$ cat config.mk
export PLATFORM = sky130hd
export DESIGN_NAME = fq_spi_burst_seq
export DESIGN_NICKNAME = d
export VERILOG_FILES = /design/src/rtl/fqs_pkg.sv /design/src/rtl/fqs_admit.sv /design/src/rtl/fqs_tx_hdr.sv /design/src/rtl/fqs_burst_ctl.sv /design/src/rtl/fq_spi_burst_seq.sv
export SDC_FILE = /design/constraint.sdc
export NUM_CORES = 1
export LEC_CHECK = 0
export BUFFER_PORTS_ARGS = -buffer_cell sky130_fd_sc_hd__buf_2
export CORE_ASPECT_RATIO = 2
export CORE_MARGIN = 5
export CORE_UTILIZATION = 57
export DETAILED_ROUTE_END_ITERATION = 8
export PLACE_DENSITY_LB_ADDON = 0.15
export SYNTH_ARGS = -nofsm -noshare
export SYNTH_HDL_FRONTEND = slang
export SYNTH_SLANG_ARGS = --single-unit
$ cat constraint.sdc
create_clock -name clk -period 4.7 [get_ports clk]
set_clock_uncertainty 0.1 [all_clocks]
set_input_delay 1.175 -clock clk [delete_from_list [all_inputs] [get_ports clk]]
set_output_delay 1.175 -clock clk [all_outputs]
set_load 0.02 [all_outputs]
$ cat src/rtl/fqs_pkg.sv
// Shared types of the frame queue burst sequencer.
package fqs_pkg;

    typedef enum logic [3:0] {
        ST_IDLE, ST_ADMIT, ST_QON, ST_CSL, ST_ISSUE, ST_WAIT,
        ST_PRES, ST_CSH, ST_QOFF, ST_ENQ, ST_DONE
    } seq_state_t;

    typedef enum logic [1:0] {PH_CMD, PH_HDR, PH_PAY, PH_PAD} burst_phase_t;

    typedef enum logic [1:0] {
        FQ_OK        = 2'd0,
        FQ_ERR_LEN   = 2'd1,
        FQ_ERR_SPACE = 2'd2
    } fq_err_t;

    localparam logic DIR_TX = 1'b0;
    localparam logic DIR_RX = 1'b1;

endpackage

$ cat src/rtl/fqs_admit.sv
// Request screening: rejects over-long frames and transmit frames that
// would not fit in the reported free queue space.
// Assumes: inputs are the latched request; the result is purely combinational.
module fqs_admit
    import fqs_pkg::*;
#(
    parameter int LEN_W       = 16,
    parameter int MAX_FRAME   = 1518,
    parameter int TX_OVERHEAD = 8
) (
    input  logic             dir,
    input  logic [LEN_W-1:0] len,
    input  logic [LEN_W-1:0] free,
    output fq_err_t          verdict
);
    localparam int SUM_W = LEN_W + 1;

    logic [SUM_W-1:0] need;
    logic             too_long;
    logic             no_room;

    // Length limit first, then space check for transmit only.
    always_comb begin
        need     = {1'b0, len} + SUM_W'(TX_OVERHEAD);
        too_long = ({1'b0, len} > SUM_W'(MAX_FRAME));
        no_room  = (dir == DIR_TX) && (need > {1'b0, free});
        if (too_long)     verdict = FQ_ERR_LEN;
        else if (no_room) verdict = FQ_ERR_SPACE;
        else              verdict = FQ_OK;
    end
endmodule

$ cat src/rtl/fqs_tx_hdr.sv
// Transmit header source: keeps the rolling frame number and serves the
// four header bytes, least significant byte of each 16-bit field first.
// Assumes: adv pulses once per completed transmit burst.
module fqs_tx_hdr #(
    parameter int LEN_W   = 16,
    parameter int FID_W   = 6,
    parameter int IRQ_BIT = 15
) (
    input  logic             clk,
    input  logic             rst_n,
    input  logic             adv,
    input  logic [LEN_W-1:0] len,
    input  logic [1:0]       idx,
    output logic [7:0]       hdr_byte,
    output logic [FID_W-1:0] fid
);
    logic [15:0] ctrl;
    logic [15:0] cnt16;

    // Frame number counter, wraps naturally at its width.
    always_ff @(posedge clk) begin
        if (!rst_n)   fid <= '0;
        else if (adv) fid <= fid + 1'b1;
    end

    // Header byte selection by position inside the header.
    always_comb begin
        ctrl            = '0;
        ctrl[IRQ_BIT]   = 1'b1;
        ctrl[FID_W-1:0] = fid;
        cnt16           = 16'(len);
        unique case (idx)
            2'd0: hdr_byte = ctrl[7:0];
            2'd1: hdr_byte = ctrl[15:8];
            2'd2: hdr_byte = cnt16[7:0];
            default: hdr_byte = cnt16[15:8];
        endcase
    end

    a_r6_fid_advances: assert property (@(posedge clk) disable iff (!rst_n)
        adv |=> fid == $past(fid) + 1'b1);
endmodule

$ cat src/rtl/fqs_burst_ctl.sv
// Burst controller: accepts a request, runs queue access and the chip-select
// window, walks command, header, payload and padding exchanges, and closes.
// Assumes: one byte exchange outstanding at a time; xfer_done is ignored
// outside the waiting state.
module fqs_burst_ctl
    import fqs_pkg::*;
#(
    parameter int         LEN_W     = 16,
    parameter logic [7:0] CMD_WR    = 8'hF0,
    parameter logic [7:0] CMD_RD    = 8'h80,
    parameter int         TX_HDR_N  = 4,
    parameter int         RX_SKIP_N = 8
) (
    input  logic             clk,
    input  logic             rst_n,
    input  logic             req_valid,
    input  logic             req_dir,
    input  logic [LEN_W-1:0] req_len,
    input  logic [LEN_W-1:0] req_free,
    output logic             busy,
    output logic             done,
    output fq_err_t          err_code,
    input  fq_err_t          adm_verdict,
    output logic             lat_dir,
    output logic [LEN_W-1:0] lat_len,
    output logic [LEN_W-1:0] lat_free,
    output logic [1:0]       hdr_idx,
    input  logic [7:0]       hdr_byte,
    output logic             fid_adv,
    input  logic             tx_valid,
    input  logic [7:0]       tx_data,
    output logic             tx_pop,
    output logic             rx_valid,
    output logic [7:0]       rx_data,
    input  logic             rx_ready,
    output logic             cs_n,
    output logic             qacc,
    output logic             enq,
    output logic             xfer_start,
    output logic [7:0]       xfer_tx,
    input  logic             xfer_done,
    input  logic [7:0]       xfer_rx
);
    localparam logic [LEN_W-1:0] TX_HDR_LAST = LEN_W'(TX_HDR_N - 1);
    localparam logic [LEN_W-1:0] RX_HDR_LAST = LEN_W'(RX_SKIP_N - 1);

    seq_state_t       st_q;
    burst_phase_t     ph_q, nx_ph;
    logic [LEN_W-1:0] cnt_q, nx_cnt;
    logic             nx_end;
    logic             dir_q;
    logic [LEN_W-1:0] len_q, free_q;
    fq_err_t          err_q;
    logic [7:0]       rx_q;
    logic [1:0]       pad_n;
    logic [LEN_W-1:0] hdr_last;
    logic             can_issue;

    assign lat_dir  = dir_q;
    assign lat_len  = len_q;
    assign lat_free = free_q;
    assign hdr_idx  = cnt_q[1:0];
    assign pad_n    = 2'd0 - len_q[1:0];
    assign hdr_last = (dir_q == DIR_TX) ? TX_HDR_LAST : RX_HDR_LAST;

    // Step to the following exchange: phase, index and end-of-burst flag.
    always_comb begin
        nx_ph  = ph_q;
        nx_cnt = cnt_q + 1'b1;
        nx_end = 1'b0;
        unique case (ph_q)
            PH_CMD: begin
                nx_ph  = PH_HDR;
                nx_cnt = '0;
            end
            PH_HDR: if (cnt_q == hdr_last) begin
                nx_cnt = '0;
                if (len_q != '0) nx_ph  = PH_PAY;
                else             nx_end = 1'b1;
            end
            PH_PAY: if (cnt_q == len_q - 1'b1) begin
                nx_cnt = '0;
                if (pad_n != 2'd0) nx_ph  = PH_PAD;
                else               nx_end = 1'b1;
            end
            default: if (cnt_q[1:0] == pad_n - 2'd1) nx_end = 1'b1;
        endcase
    end

    // A transmit payload exchange waits for a source byte.
    assign can_issue = !((ph_q == PH_PAY) && (dir_q == DIR_TX) && !tx_valid);

    // Sequencer state, request latch and exchange bookkeeping.
    always_ff @(posedge clk) begin
        if (!rst_n) begin
            st_q   <= ST_IDLE;
            ph_q   <= PH_CMD;
            cnt_q  <= '0;
            dir_q  <= DIR_TX;
            len_q  <= '0;
            free_q <= '0;
            err_q  <= FQ_OK;
            rx_q   <= '0;
        end else begin
            unique case (st_q)
                ST_IDLE: if (req_valid) begin
                    st_q   <= ST_ADMIT;
                    dir_q  <= req_dir;
                    len_q  <= req_len;
                    free_q <= req_free;
                end
                ST_ADMIT: begin
                    err_q <= adm_verdict;
                    st_q  <= (adm_verdict != FQ_OK) ? ST_DONE : ST_QON;
                end
                ST_QON: st_q <= ST_CSL;
                ST_CSL: begin
                    st_q  <= ST_ISSUE;
                    ph_q  <= PH_CMD;
                    cnt_q <= '0;
                end
                ST_ISSUE: if (can_issue) st_q <= ST_WAIT;
                ST_WAIT: if (xfer_done) begin
                    if ((ph_q == PH_PAY) && (dir_q == DIR_RX)) begin
                        rx_q <= xfer_rx;
                        st_q <= ST_PRES;
                    end else begin
                        ph_q  <= nx_ph;
                        cnt_q <= nx_cnt;
                        st_q  <= nx_end ? ST_CSH : ST_ISSUE;
                    end
                end
                ST_PRES: if (rx_ready) begin
                    ph_q  <= nx_ph;
                    cnt_q <= nx_cnt;
                    st_q  <= nx_end ? ST_CSH : ST_ISSUE;
                end
                ST_CSH:  st_q <= ST_QOFF;
                ST_QOFF: st_q <= (dir_q == DIR_TX) ? ST_ENQ : ST_DONE;
                ST_ENQ:  st_q <= ST_DONE;
                default: st_q <= ST_IDLE;
            endcase
        end
    end

    // Outputs decoded from the sequencer state.
    always_comb begin
        busy       = (st_q != ST_IDLE);
        done       = (st_q == ST_DONE);
        err_code   = err_q;
        qacc       = (st_q == ST_QON) || (st_q == ST_CSL) || (st_q == ST_ISSUE) ||
                     (st_q == ST_WAIT) || (st_q == ST_PRES) || (st_q == ST_CSH);
        cs_n       = !((st_q == ST_CSL) || (st_q == ST_ISSUE) ||
                       (st_q == ST_WAIT) || (st_q == ST_PRES));
        enq        = (st_q == ST_ENQ);
        fid_adv    = (st_q == ST_ENQ);
        xfer_start = (st_q == ST_ISSUE) && can_issue;
        tx_pop     = xfer_start && (ph_q == PH_PAY) && (dir_q == DIR_TX);
        rx_valid   = (st_q == ST_PRES);
        rx_data    = rx_q;
    end

    // Byte to send for the current exchange.
    always_comb begin
        unique case (ph_q)
            PH_CMD:  xfer_tx = (dir_q == DIR_TX) ? CMD_WR : CMD_RD;
            PH_HDR:  xfer_tx = (dir_q == DIR_TX) ? hdr_byte : 8'h00;
            PH_PAY:  xfer_tx = (dir_q == DIR_TX) ? tx_data : 8'h00;
            default: xfer_tx = 8'h00;
        endcase
    end

    a_r1_done_single: assert property (@(posedge clk) disable iff (!rst_n)
        done |=> !done && !busy);
    a_r4_cs_inside_qacc: assert property (@(posedge clk) disable iff (!rst_n)
        !cs_n |-> qacc);
    a_r7_enq_outside_window: assert property (@(posedge clk) disable iff (!rst_n)
        enq |-> cs_n && !qacc);
    a_r9_rx_hold: assert property (@(posedge clk) disable iff (!rst_n)
        rx_valid && !rx_ready |=> rx_valid && $stable(rx_data));
    a_r9_no_start_pending: assert property (@(posedge clk) disable iff (!rst_n)
        rx_valid |-> !xfer_start);
    a_r10_start_pulse: assert property (@(posedge clk) disable iff (!rst_n)
        xfer_start |=> !xfer_start);
endmodule

$ cat src/rtl/fq_spi_burst_seq.sv
// Top of the frame queue burst sequencer: ties request screening, the
// header source and the burst controller together.
// Assumes: a byte exchange port that answers every start with one done.
module fq_spi_burst_seq
    import fqs_pkg::*;
#(
    parameter int         LEN_W     = 16,
    parameter int         MAX_FRAME = 1518,
    parameter int         FID_W     = 6,
    parameter logic [7:0] CMD_WR    = 8'hF0,
    parameter logic [7:0] CMD_RD    = 8'h80
) (
    input  logic             clk,
    input  logic             rst_n,
    input  logic             req_valid,
    input  logic             req_dir,
    input  logic [LEN_W-1:0] req_len,
    input  logic [LEN_W-1:0] req_free,
    output logic             busy,
    output logic             done,
    output logic [1:0]       err_code,
    input  logic             tx_valid,
    input  logic [7:0]       tx_data,
    output logic             tx_pop,
    output logic             rx_valid,
    output logic [7:0]       rx_data,
    input  logic             rx_ready,
    output logic             cs_n,
    output logic             qacc,
    output logic             enq,
    output logic             xfer_start,
    output logic [7:0]       xfer_tx,
    input  logic             xfer_done,
    input  logic [7:0]       xfer_rx
);
    localparam int TX_HDR_N    = 4;
    localparam int RX_SKIP_N   = 8;
    localparam int TX_OVERHEAD = 2 * TX_HDR_N;

    fq_err_t          verdict, err_e;
    logic             lat_dir;
    logic [LEN_W-1:0] lat_len, lat_free;
    logic [1:0]       hdr_idx;
    logic [7:0]       hdr_byte;
    logic             fid_adv;
    logic [FID_W-1:0] fid;

    assign err_code = err_e;

    fqs_admit #(.LEN_W(LEN_W), .MAX_FRAME(MAX_FRAME), .TX_OVERHEAD(TX_OVERHEAD)) u_admit (
        .dir(lat_dir), .len(lat_len), .free(lat_free), .verdict(verdict));

    fqs_tx_hdr #(.LEN_W(LEN_W), .FID_W(FID_W), .IRQ_BIT(15)) u_hdr (
        .clk(clk), .rst_n(rst_n), .adv(fid_adv), .len(lat_len), .idx(hdr_idx),
        .hdr_byte(hdr_byte), .fid(fid));

    fqs_burst_ctl #(.LEN_W(LEN_W), .CMD_WR(CMD_WR), .CMD_RD(CMD_RD),
                    .TX_HDR_N(TX_HDR_N), .RX_SKIP_N(RX_SKIP_N)) u_ctl (
        .clk(clk), .rst_n(rst_n), .req_valid(req_valid), .req_dir(req_dir),
        .req_len(req_len), .req_free(req_free), .busy(busy), .done(done),
        .err_code(err_e), .adm_verdict(verdict), .lat_dir(lat_dir),
        .lat_len(lat_len), .lat_free(lat_free), .hdr_idx(hdr_idx),
        .hdr_byte(hdr_byte), .fid_adv(fid_adv), .tx_valid(tx_valid),
        .tx_data(tx_data), .tx_pop(tx_pop), .rx_valid(rx_valid),
        .rx_data(rx_data), .rx_ready(rx_ready), .cs_n(cs_n), .qacc(qacc),
        .enq(enq), .xfer_start(xfer_start), .xfer_tx(xfer_tx),
        .xfer_done(xfer_done), .xfer_rx(xfer_rx));

    // Exchanges started since the last accepted request, for the R2/R3 check.
    logic [LEN_W:0] starts_q;
    always_ff @(posedge clk) begin
        if (!rst_n)                 starts_q <= '0;
        else if (req_valid && !busy) starts_q <= '0;
        else if (xfer_start)         starts_q <= starts_q + 1'b1;
    end

    a_r2_no_bus_on_reject: assert property (@(posedge clk) disable iff (!rst_n)
        done && (err_code != 2'd0) |-> starts_q == '0);
endmodule

==> results of run 1 <==
## registers in the layout, indices dropped and copies added, names as in the netlist
| signal | cells |
|---|---|
| u_ctl.lat_len | 16 |
| u_ctl.cnt_q | 16 |
| u_ctl.st_q | 4 |
| u_ctl.rx_data | 8 |
| u_hdr.fid | 6 |
| u_ctl.lat_dir | 1 |
| u_ctl.ph_q | 2 |
| u_ctl.lat_free | 16 |
| u_ctl.err_code | 2 |
## cell families (layout without fill, tap and decap cells)
kind of cell	count (synthesis)	in the layout	synth area share
and+or+nand+nor	271	271	0.270
AOI/OAI and AO/OA	136	136	0.185
buffers and inverters	90	136	0.0727
DFF	71	71	0.291
xor gates and xnor gates	43	43	0.0770
adders and majority gates	32	32	0.0819
muxes	11	11	0.0228
## worst min-delay path, stage by stage (launching register included)
cell and delay (ps):
dfxtp_1 310, nand2_1 50, a21oi_1 50
## area by class of cell
class,instances,area (sq um)
well taps,98,123
inverters,36,135
multi-input cells,493,3110
fillers,737,2810
clock buffers,10,229
flip-flops and latches,71,1420
clock inverters,6,93.8
repair buffers,84,430
## cells in the mapped netlist (all sizes together), types with 6 or more instances
master / count
dfxtp: 71
xnor2: 25
nor4: 7
ha: 32
or2: 6
a22oi: 9
nand4: 11
o21ai: 20
inv: 36
o311ai: 7
a21oi: 45
a21o: 7
a31oi: 6
mux2i: 10
nor2: 55
xor2: 18
nand2: 104
nand3: 24
a211oi: 6
and3: 14
nor3: 15
clkbuf: 49
## stage by stage
step	utilization	cells	hold slack [ps]	area (sq um)
3_5_place_dp	0.625	782	349	5220
6_report	0.664	798	353	5540
5_1_grt	0.664	798	380	5540
4_1_cts	0.664	798	357	5540
2_1_floorplan	-	654	336	4890
3_3_place_gp	0.625	782	343	5220
## how the worst max path moves through the flow
stage,startpoint,to,slack [ps],cells after the start
floorplan,tx_valid,tx_pop,1210,3
global placement,u_ctl.lat_len[0],u_ctl.cnt_q[7],990,10
detailed placement,u_ctl.lat_len[0],u_ctl.cnt_q[7],890,10
CTS,u_ctl.lat_len[0],u_ctl.cnt_q[7],810,10
global route,u_ctl.lat_len[0],u_ctl.cnt_q[7],460,10
finish,u_ctl.lat_len[0],u_ctl.cnt_q[7],750,10
## power by group through the flow
| stage | clock (mW) | sequential (mW) | combinational [mW] |
|---|---|---|---|
| after floorplan | 0 | 0.726 | 0.743 |
| after global placement | 0 | 0.837 | 0.838 |
| after detailed placement | 0 | 0.841 | 0.864 |
| after CTS | 0.752 | 0.828 | 0.870 |
| after global routing | 0.782 | 0.847 | 0.970 |
| final | 0.742 | 0.833 | 0.870 |
## layer usage
metal | up-vias | global-route usage | share of wire
met4 | 0 | 0.188 | 0.066
li1 | 2359 | - | -
met2 | 190 | 0.467 | 0.52
met5 | - | 0 | 0
met1 | 2276 | 0.281 | 0.36
met3 | 67 | 0.0442 | 0.051
==> reports/results.ini, run 1 <==
[final_layout]
layout.nets=782
layout-drive-gt1-share=0.169
layout_commonest_cell=nand2_1
n_antenna_cell=0
mostFrequentLayoutCells=104 x nand2_1, 80 x buf_2, 71 x dfxtp_1
area_growth_syn_to_layout_pct=13.4

[yosys]
synth_ff_type=dfxtp_1
syn-cell-area_sq_mm=0.00489
syn_inst=654
synth_top_area_cell=dfxtp_1
yosysTopAreaCellShare=0.291
ys_seq_area_frac=0.291
synth_fp_nets=741
synth_edf_count=0
yosys_warnings=0
syn_area_per_cell_sq_um=7.47
yosys-top-cells-area=dfxtp_1 29%, ha_1 8.2%, nand2_1 8.0%
async_flop_share=0
ys_ff_latch=71
ys_types=62

[power_and_ir_drop]
p_sw_frac=0.382
intPower_mw=1.51
ir_drop_v=0.000305
power.share.clock=0.304
pwr-share-seq=0.341
power_switching_uw=934
p_leak_nw=2.28
power-per-cell-area_mw_per_mm2=441
power_mw=2.45
pwr-share-comb=0.356

[clocking]
htreeDepth=3
clkTransAtPathRegs_ps=60
clock_path_buffers=2
cts-resized-gates=0
clock_sinks=71
clk-insertion-delay-late_ps=340
numCtsBuffers=9
cts_hold_buf=0
post_cts_buffers=0
cts_tree=built
root_buffer=clkbuf_16

[critical_path]
r2r-end=u_ctl.cnt_q[7]
cp-end-kind=flop
slowest_stage=o2111ai_2
critical_path.max_stage_delay_ps=750
crit_type=reg -> reg
cp_data_required_time_ps=4820
worst-path-buf-inv=1
rrSetupSlack_ps=750
path_cells=inv_1, ha_1, or4b_4, or4b_1, and3_1, o31ai_2, a41oi_1, o2111ai_2, nor3_1, a311o_1
cp_top_family=compound AO/OA/AOI/OAI gates
reg2reg_depth=10
reg2reg_from=u_ctl.lat_len[0]
crit_arrival_ps=4080
startpoint_type=flop
cp_max_fo=22

[floorplanning]
die_y_um=141
coreArea_sq_mm=0.00835
die_area_sq_mm=0.0106
start_util=0.585
row_count=47
dieWidth_um=75.5
num_io_pins=81

[route]
wirelength_um=14000
firstDrtPassIters=5
ant_nets=0
wl_per_cell_um=17.5
drt-initial-drc-count=329
num_vias=4892
via_per_inst=6.13
drc_errors=0

[place]
dpl.hpwl_um=10400
port_buffers=80
pre_cts_ws_ps=893
gp_congestion=0.916

[grt]
antenna_found_initial=0
grt.total_usage=0.270
grt_pass1_wl_um=22300
grt_pass1_vias=4770
grt_start_max_net_pins=34
grt_overflow=0

[min_path]
hp-start=u_ctl.lat_free[12]
min_path_cells=2
hp-class=reg -> reg
holdPathEnd=u_ctl.lat_free[12]

[flow_run]
max_cap_violations=0

[sta]
hold_violations=0
drv_slew=0
worst_slew_pin_slew_ps=1110
period_needed_ps=3950
grt_setup_unrepaired=no
slew_headroom=0.258
clock.fmax_mhz=253
post-route-period-util=0.841
fin_tns_setup_ps=0
worst_slack_ps=747
setup_viol_count_final=0

[run_status]
status=finished clean

No activity file was read; power rests on OpenSTA's default activity.
==> run 2: changes to the inputs <==
==> constraint.sdc (replaced) <==
create_clock -name clk -period 3.7 [get_ports clk]
set_clock_uncertainty 0.1 [all_clocks]
set_input_delay 0.925 -clock clk [delete_from_list [all_inputs] [get_ports clk]]
set_output_delay 0.925 -clock clk [all_outputs]
set_load 0.02 [all_outputs]
==> run 2 against run 1 <==
  * Flip-flop and latch count unchanged
  * First-iteration DRC count decreased by 12%
  * Combinational power increased by 40%
  * Final cell count increased by 2.3%
  * Register-to-register slack got worse by 500 ps
  * Critical endpoint unchanged
  * Largest cell class unchanged
==> reports/results.ini, run 2 (synthesis gave the netlist of run 1 again) <==
[final_layout]
mostFrequentLayoutCells=104 x nand2_1, 80 x buf_2, 71 x dfxtp_1
layout.nets=800  ; +2.3%
fin_cells=816  ; +2.3%
layout-drive-gt1-share=0.188  ; +0.0195
n_antenna_cell=0  ; unchanged
layout_commonest_cell=nand2_1
area_growth_syn_to_layout_pct=15.4

[power_and_ir_drop]
power_mw=3.04  ; +24%
power-per-cell-area_mw_per_mm2=539  ; +22%
ir_drop_v=0.000406  ; +33%
p_leak_nw=2.36  ; +3.6%

[sta]
fin_tns_setup_ps=0  ; unchanged
drv_slew=0  ; unchanged
worst_slew_pin_slew_ps=766  ; -346 ps
hold_violations=0  ; unchanged
period_needed_ps=3460  ; -495 ps
grt_setup_unrepaired=no
clock.fmax_mhz=289  ; +14%
post-route-period-util=0.935  ; +0.0934
slew_headroom=0.487  ; +0.229
setup_viol_count_final=0  ; unchanged

[route]
wirelength_um=13900  ; -0.57%
wl_per_cell_um=17.0  ; -2.8%
firstDrtPassIters=5  ; unchanged
drt-initial-drc-count=289  ; -12%
num_vias=4891  ; -0.020%
via_per_inst=5.99  ; -2.2%
drc_errors=0  ; unchanged
ant_nets=0  ; unchanged

[critical_path]
slowest_stage=or4b_4
cp_max_fo=6  ; -73%
crit_arrival_ps=3580  ; -500 ps
cp-end-kind=flop
reg2reg_from=u_ctl.lat_len[0]
crit_type=reg -> reg
cp_data_required_time_ps=3820  ; -1000 ps
critical_path.max_stage_delay_ps=520  ; -230 ps
startpoint_type=flop
crit_start=u_ctl.lat_len[0]
path_cells=inv_1, ha_1, or4b_4, or4b_1, and3_1, o31ai_2, a41oi_1, o2111ai_2, buf_4, nor3_1, a311o_1

[clocking]
htreeDepth=3  ; unchanged
cts_hold_buf=0  ; unchanged
clk-insertion-delay-late_ps=340  ; about the same
clkTransAtPathRegs_ps=50  ; about the same
cts_tree=built
clock_path_buffers=2  ; unchanged
numCtsBuffers=9  ; unchanged
clock_sinks=71  ; unchanged
root_buffer=clkbuf_16

[min_path]
hp-start=u_ctl.lat_free[5]
hp-class=reg -> reg

[grt]
grt_pass1_vias=4794  ; +0.50%
grt_start_max_net_pins=34  ; unchanged
grt_overflow=0  ; unchanged
grt_pass1_wl_um=22700  ; +1.5%
grt.total_usage=0.273  ; +0.00292
antenna_found_initial=0  ; unchanged

[floorplanning]
row_count=47  ; unchanged
die_area_sq_mm=0.0106  ; unchanged
die_y_um=141  ; unchanged
start_util=0.585  ; unchanged
num_io_pins=81  ; unchanged
coreArea_sq_mm=0.00835  ; unchanged
dieWidth_um=75.5  ; unchanged

[place]
port_buffers=80  ; unchanged
dpl.hpwl_um=10500  ; +0.70%
post-place-cells=797  ; +1.9%
gp_congestion=0.939  ; +2.6%

[run_status]
status=finished clean

[flow_run]
max_cap_violations=0  ; unchanged

-- run 2: changes by cell type in the layout (fill, tap and decap cells not counted) --
cell,change
clkbuf_1,+1
nor4b_2,-1
clkinv_2,+2
nor4b_4,+1
buf_4,+18
clkinv_4,-2
clkbuf_8,+2
bufinv_16,-2
inv_6,-1
-- run 2: what timing repair did --
| action | 4_1_cts | 5_1_grt |
|---|---|---|
| gates resized for setup | 0 | 1 |
| buffers inserted | 0 | 3 |
| setup endpoints to repair | 0 | 7 |
-- run 2: final cells by class --
cell class,count,area (sq um)
Sequential cell,71,1420
Tap cell,98,123
Clock buffer,13,260
Clock inverter,3,17.5
Inverter,36,135
Fill cell,737,2710
Timing Repair Buffer,102,566
Multi-Input combinational cell,493,3120
-- run 2: worst paths after layout --
check	slack, ps	depth (start not counted)	to
max	240	11	u_ctl.cnt_q[7]
min reg2reg	350	2	u_ctl.lat_free[5]
min	350	2	u_ctl.lat_free[5]
max reg2reg	240	11	u_ctl.cnt_q[7]
-- run 2: worst max-delay path: cells and delay by family (launching register included) --
family                   cells  cell delay (ps)
AO/OA/AOI/OAI                4             1110
adder cells (fa/ha/maj)      1              260
buffers and inverters        2              300
flip-flops                   1              310
AND/OR/NAND/NOR              4             1250
-- run 2: per-layer routing --
| layer | up-vias | GRT usage | part of all wire |
|---|---|---|---|
| met5 | - | 0 | 0 |
| met4 | 0 | 0.174 | 0.059 |
| met3 | 50 | 0.0485 | 0.046 |
| met2 | 156 | 0.464 | 0.53 |
| met1 | 2288 | 0.297 | 0.37 |
| li1 | 2397 | - | - |
-- run 2: metrics by stage --
stage | area (sq um) | hold slack (ps) | setup WS, ps | util
after global routing | 5640 | 379 | 3.69 | 0.676
after global placement | 5330 | 344 | 349 | 0.639
after CTS | 5610 | 354 | 177 | 0.672
final | 5640 | 351 | 242 | 0.676
after detailed placement | 5330 | 347 | 204 | 0.639
after floorplan | 4890 | 336 | 369 | -
-- run 2: power by group --
group,internal (mW),switching (mW),leakage (nW)
clock,0.488,0.324,0.136
sequential,0.856,0.151,0.577
combinational,0.518,0.703,1.64
total,1.86,1.18,2.36
==> run 3: changes to the inputs <==
--- a/config.mk
+++ b/config.mk
@@ -9,6 +9,7 @@
 export CORE_ASPECT_RATIO = 2
 export CORE_MARGIN = 5
 export CORE_UTILIZATION = 57
+export CTS_BUF_LIST = sky130_fd_sc_hd__clkbuf_16
 export DETAILED_ROUTE_END_ITERATION = 8
 export PLACE_DENSITY_LB_ADDON = 0.15
 export SYNTH_ARGS = -nofsm -noshare
==> run 3 against run 2 <==
  * Fmax down 0.22%
  * Clock-buffer cell count down 4
  * Sequential share of layout area up 0.090 points
  * Non-clock buffer count unchanged
  * Register-to-register slack about the same
  * Setup slack worse by 7.8 ps
  * Critical path depth unchanged
  * Utilization down 0.24 points
  * Via count up 1.0%
  * Flip-flop and latch count unchanged
  * Critical endpoint unchanged
  * Largest cell class unchanged
  * Largest power group unchanged
==> reports/results.ini, run 3 (synthesis gave the netlist of run 1 again) <==
[sta]
timing.hold.ws_ps=351  ; +0.0390 ps
period_needed_ps=3470  ; +7.79 ps
worst_slack_ps=235  ; -7.79 ps
grt_setup_unrepaired=no
clock.fmax_mhz=289  ; -0.22%
post-route-period-util=0.937  ; +0.00211
fin_tns_setup_ps=0  ; unchanged
worst_slew_pin_slew_ps=775  ; +8.44 ps
setup_viol_count_final=0  ; unchanged
slew_headroom=0.481  ; -0.00565
hold_violations=0  ; unchanged
drv_slew=0  ; unchanged

[grt]
grt.total_usage=0.272  ; -0.00140
grt_pass1_wl_um=22600  ; -0.40%
grt_overflow=0  ; unchanged
grt_start_max_net_pins=34  ; unchanged
antenna_found_initial=0  ; unchanged
grt_pass1_vias=4790  ; -0.083%

[clocking]
cts_tree=built
clk-insertion-delay-late_ps=340  ; about the same
htreeDepth=3  ; unchanged
root_buffer=clkbuf_16
clock_sinks=71  ; unchanged
numCtsBuffers=9  ; unchanged
clkTransAtPathRegs_ps=50  ; about the same
clock_path_buffers=2  ; unchanged

[critical_path]
slowest_stage=or4b_4
cp-end-kind=flop
cp_data_required_time_ps=3820  ; about the same
cp_max_fo=6  ; unchanged
crit_type=reg -> reg
crit_arrival_ps=3590  ; about the same
critical_path.max_stage_delay_ps=520  ; about the same
path_cells=inv_1, ha_1, or4b_4, or4b_1, and3_1, o31ai_2, a41oi_1, o2111ai_2, buf_4, nor3_1, a311o_1
startpoint_type=flop

[floorplanning]
row_count=47  ; unchanged
dieWidth_um=75.5  ; unchanged
die_area_sq_mm=0.0106  ; unchanged
coreArea_sq_mm=0.00835  ; unchanged
die_y_um=141  ; unchanged
start_util=0.585  ; unchanged
num_io_pins=81  ; unchanged

[final_layout]
final_util=0.673  ; -0.00240
n_antenna_cell=0  ; unchanged
layout.nets=800  ; unchanged
area_growth_syn_to_layout_pct=15.0
final_area_sq_mm=0.00562  ; -0.35%
layout_commonest_cell=nand2_1
fin_cells=816  ; unchanged
layout-drive-gt1-share=0.185  ; -0.00279
mostFrequentLayoutCells=104 x nand2_1, 80 x buf_2, 71 x dfxtp_1

[place]
dpl.hpwl_um=10500  ; unchanged
placed_cell_area_sq_mm=0.00533  ; unchanged
post-place-cells=797  ; unchanged
port_buffers=80  ; unchanged
gp_congestion=0.939  ; unchanged
pre_cts_ws_ps=204  ; unchanged

[route]
num_vias=4940  ; +1.0%
ant_nets=0  ; unchanged
via_per_inst=6.05  ; +1.0%
wirelength_um=13900  ; about the same
firstDrtPassIters=5  ; unchanged
drc_errors=0  ; unchanged
drt-initial-drc-count=300  ; +3.8%
wl_per_cell_um=17.0  ; about the same

[min_path]
hp-class=reg -> reg

[power_and_ir_drop]
ir_drop_v=0.000406  ; +0.13%
power-per-cell-area_mw_per_mm2=532  ; -1.2%
p_leak_nw=2.35  ; -0.13%
power_mw=2.99  ; -1.6%

[run_status]
status=finished clean

[flow_run]
max_cap_violations=0  ; unchanged

## run 3: cell count changes in the layout (fill, tap and decap cells not counted)
| cell | before | now |
|---|---|---|
| clkbuf_1 | 2 | 0 |
| clkbuf_8 | 2 | 0 |
| clkinv_1 | 0 | 2 |
| inv_1 | 36 | 38 |
## run 3: path summary, 6_finish.rpt
check	slack (ps)	end	cells past startpoint	startpoint
worst max-delay path	230	u_ctl.cnt_q[7]	11	u_ctl.lat_len[0]
worst min-delay path	350	u_ctl.lat_free[5]	2	u_ctl.lat_free[5]
worst max register to register	230	u_ctl.cnt_q[7]	11	u_ctl.lat_len[0]
worst min register to register	350	u_ctl.lat_free[5]	2	u_ctl.lat_free[5]
## run 3: cell type report
cell class / count / area [sq um]
inverters: 36 / 135
multi-input cells: 493 / 3120
flip-flops and latches: 71 / 1420
clock inverters: 7 / 32.5
fillers: 742 / 2730
well taps: 98 / 123
clock buffers: 9 / 225
repair buffers: 102 / 566
## run 3: critical path: cells and delay by family, from the launching register on
kind	cells	cell delay [ps]
buffers and inverters	2	300
AO/OA/AOI/OAI	4	1110
adder cells (fa/ha/maj)	1	260
flip-flops	1	310
AND/OR/NAND/NOR	4	1250
## run 3: power breakdown
part,switching (mW),internal [mW]
Combinational,0.704,0.518
Clock,0.322,0.441
Sequential,0.153,0.856
## run 3: repair_timing
| item | 4_1_cts | 5_1_grt |
|---|---|---|
| hold endpoints to repair | 0 | 0 |
| setup buffers | 0 | 3 |
| hold buffers | 0 | 0 |
| gates resized for setup | 0 | 1 |
| endpoints found under the setup margin | 0 | 7 |
## run 3: per-layer routing
layer,up-vias,part of all wire,GRT usage,wire length (um)
met4,0,0.063,0.171,873
li1,2396,-,-,-
met3,53,0.054,0.0492,756
met2,182,0.52,0.465,7280
met1,2309,0.36,0.293,4980
met5,-,0,0,0
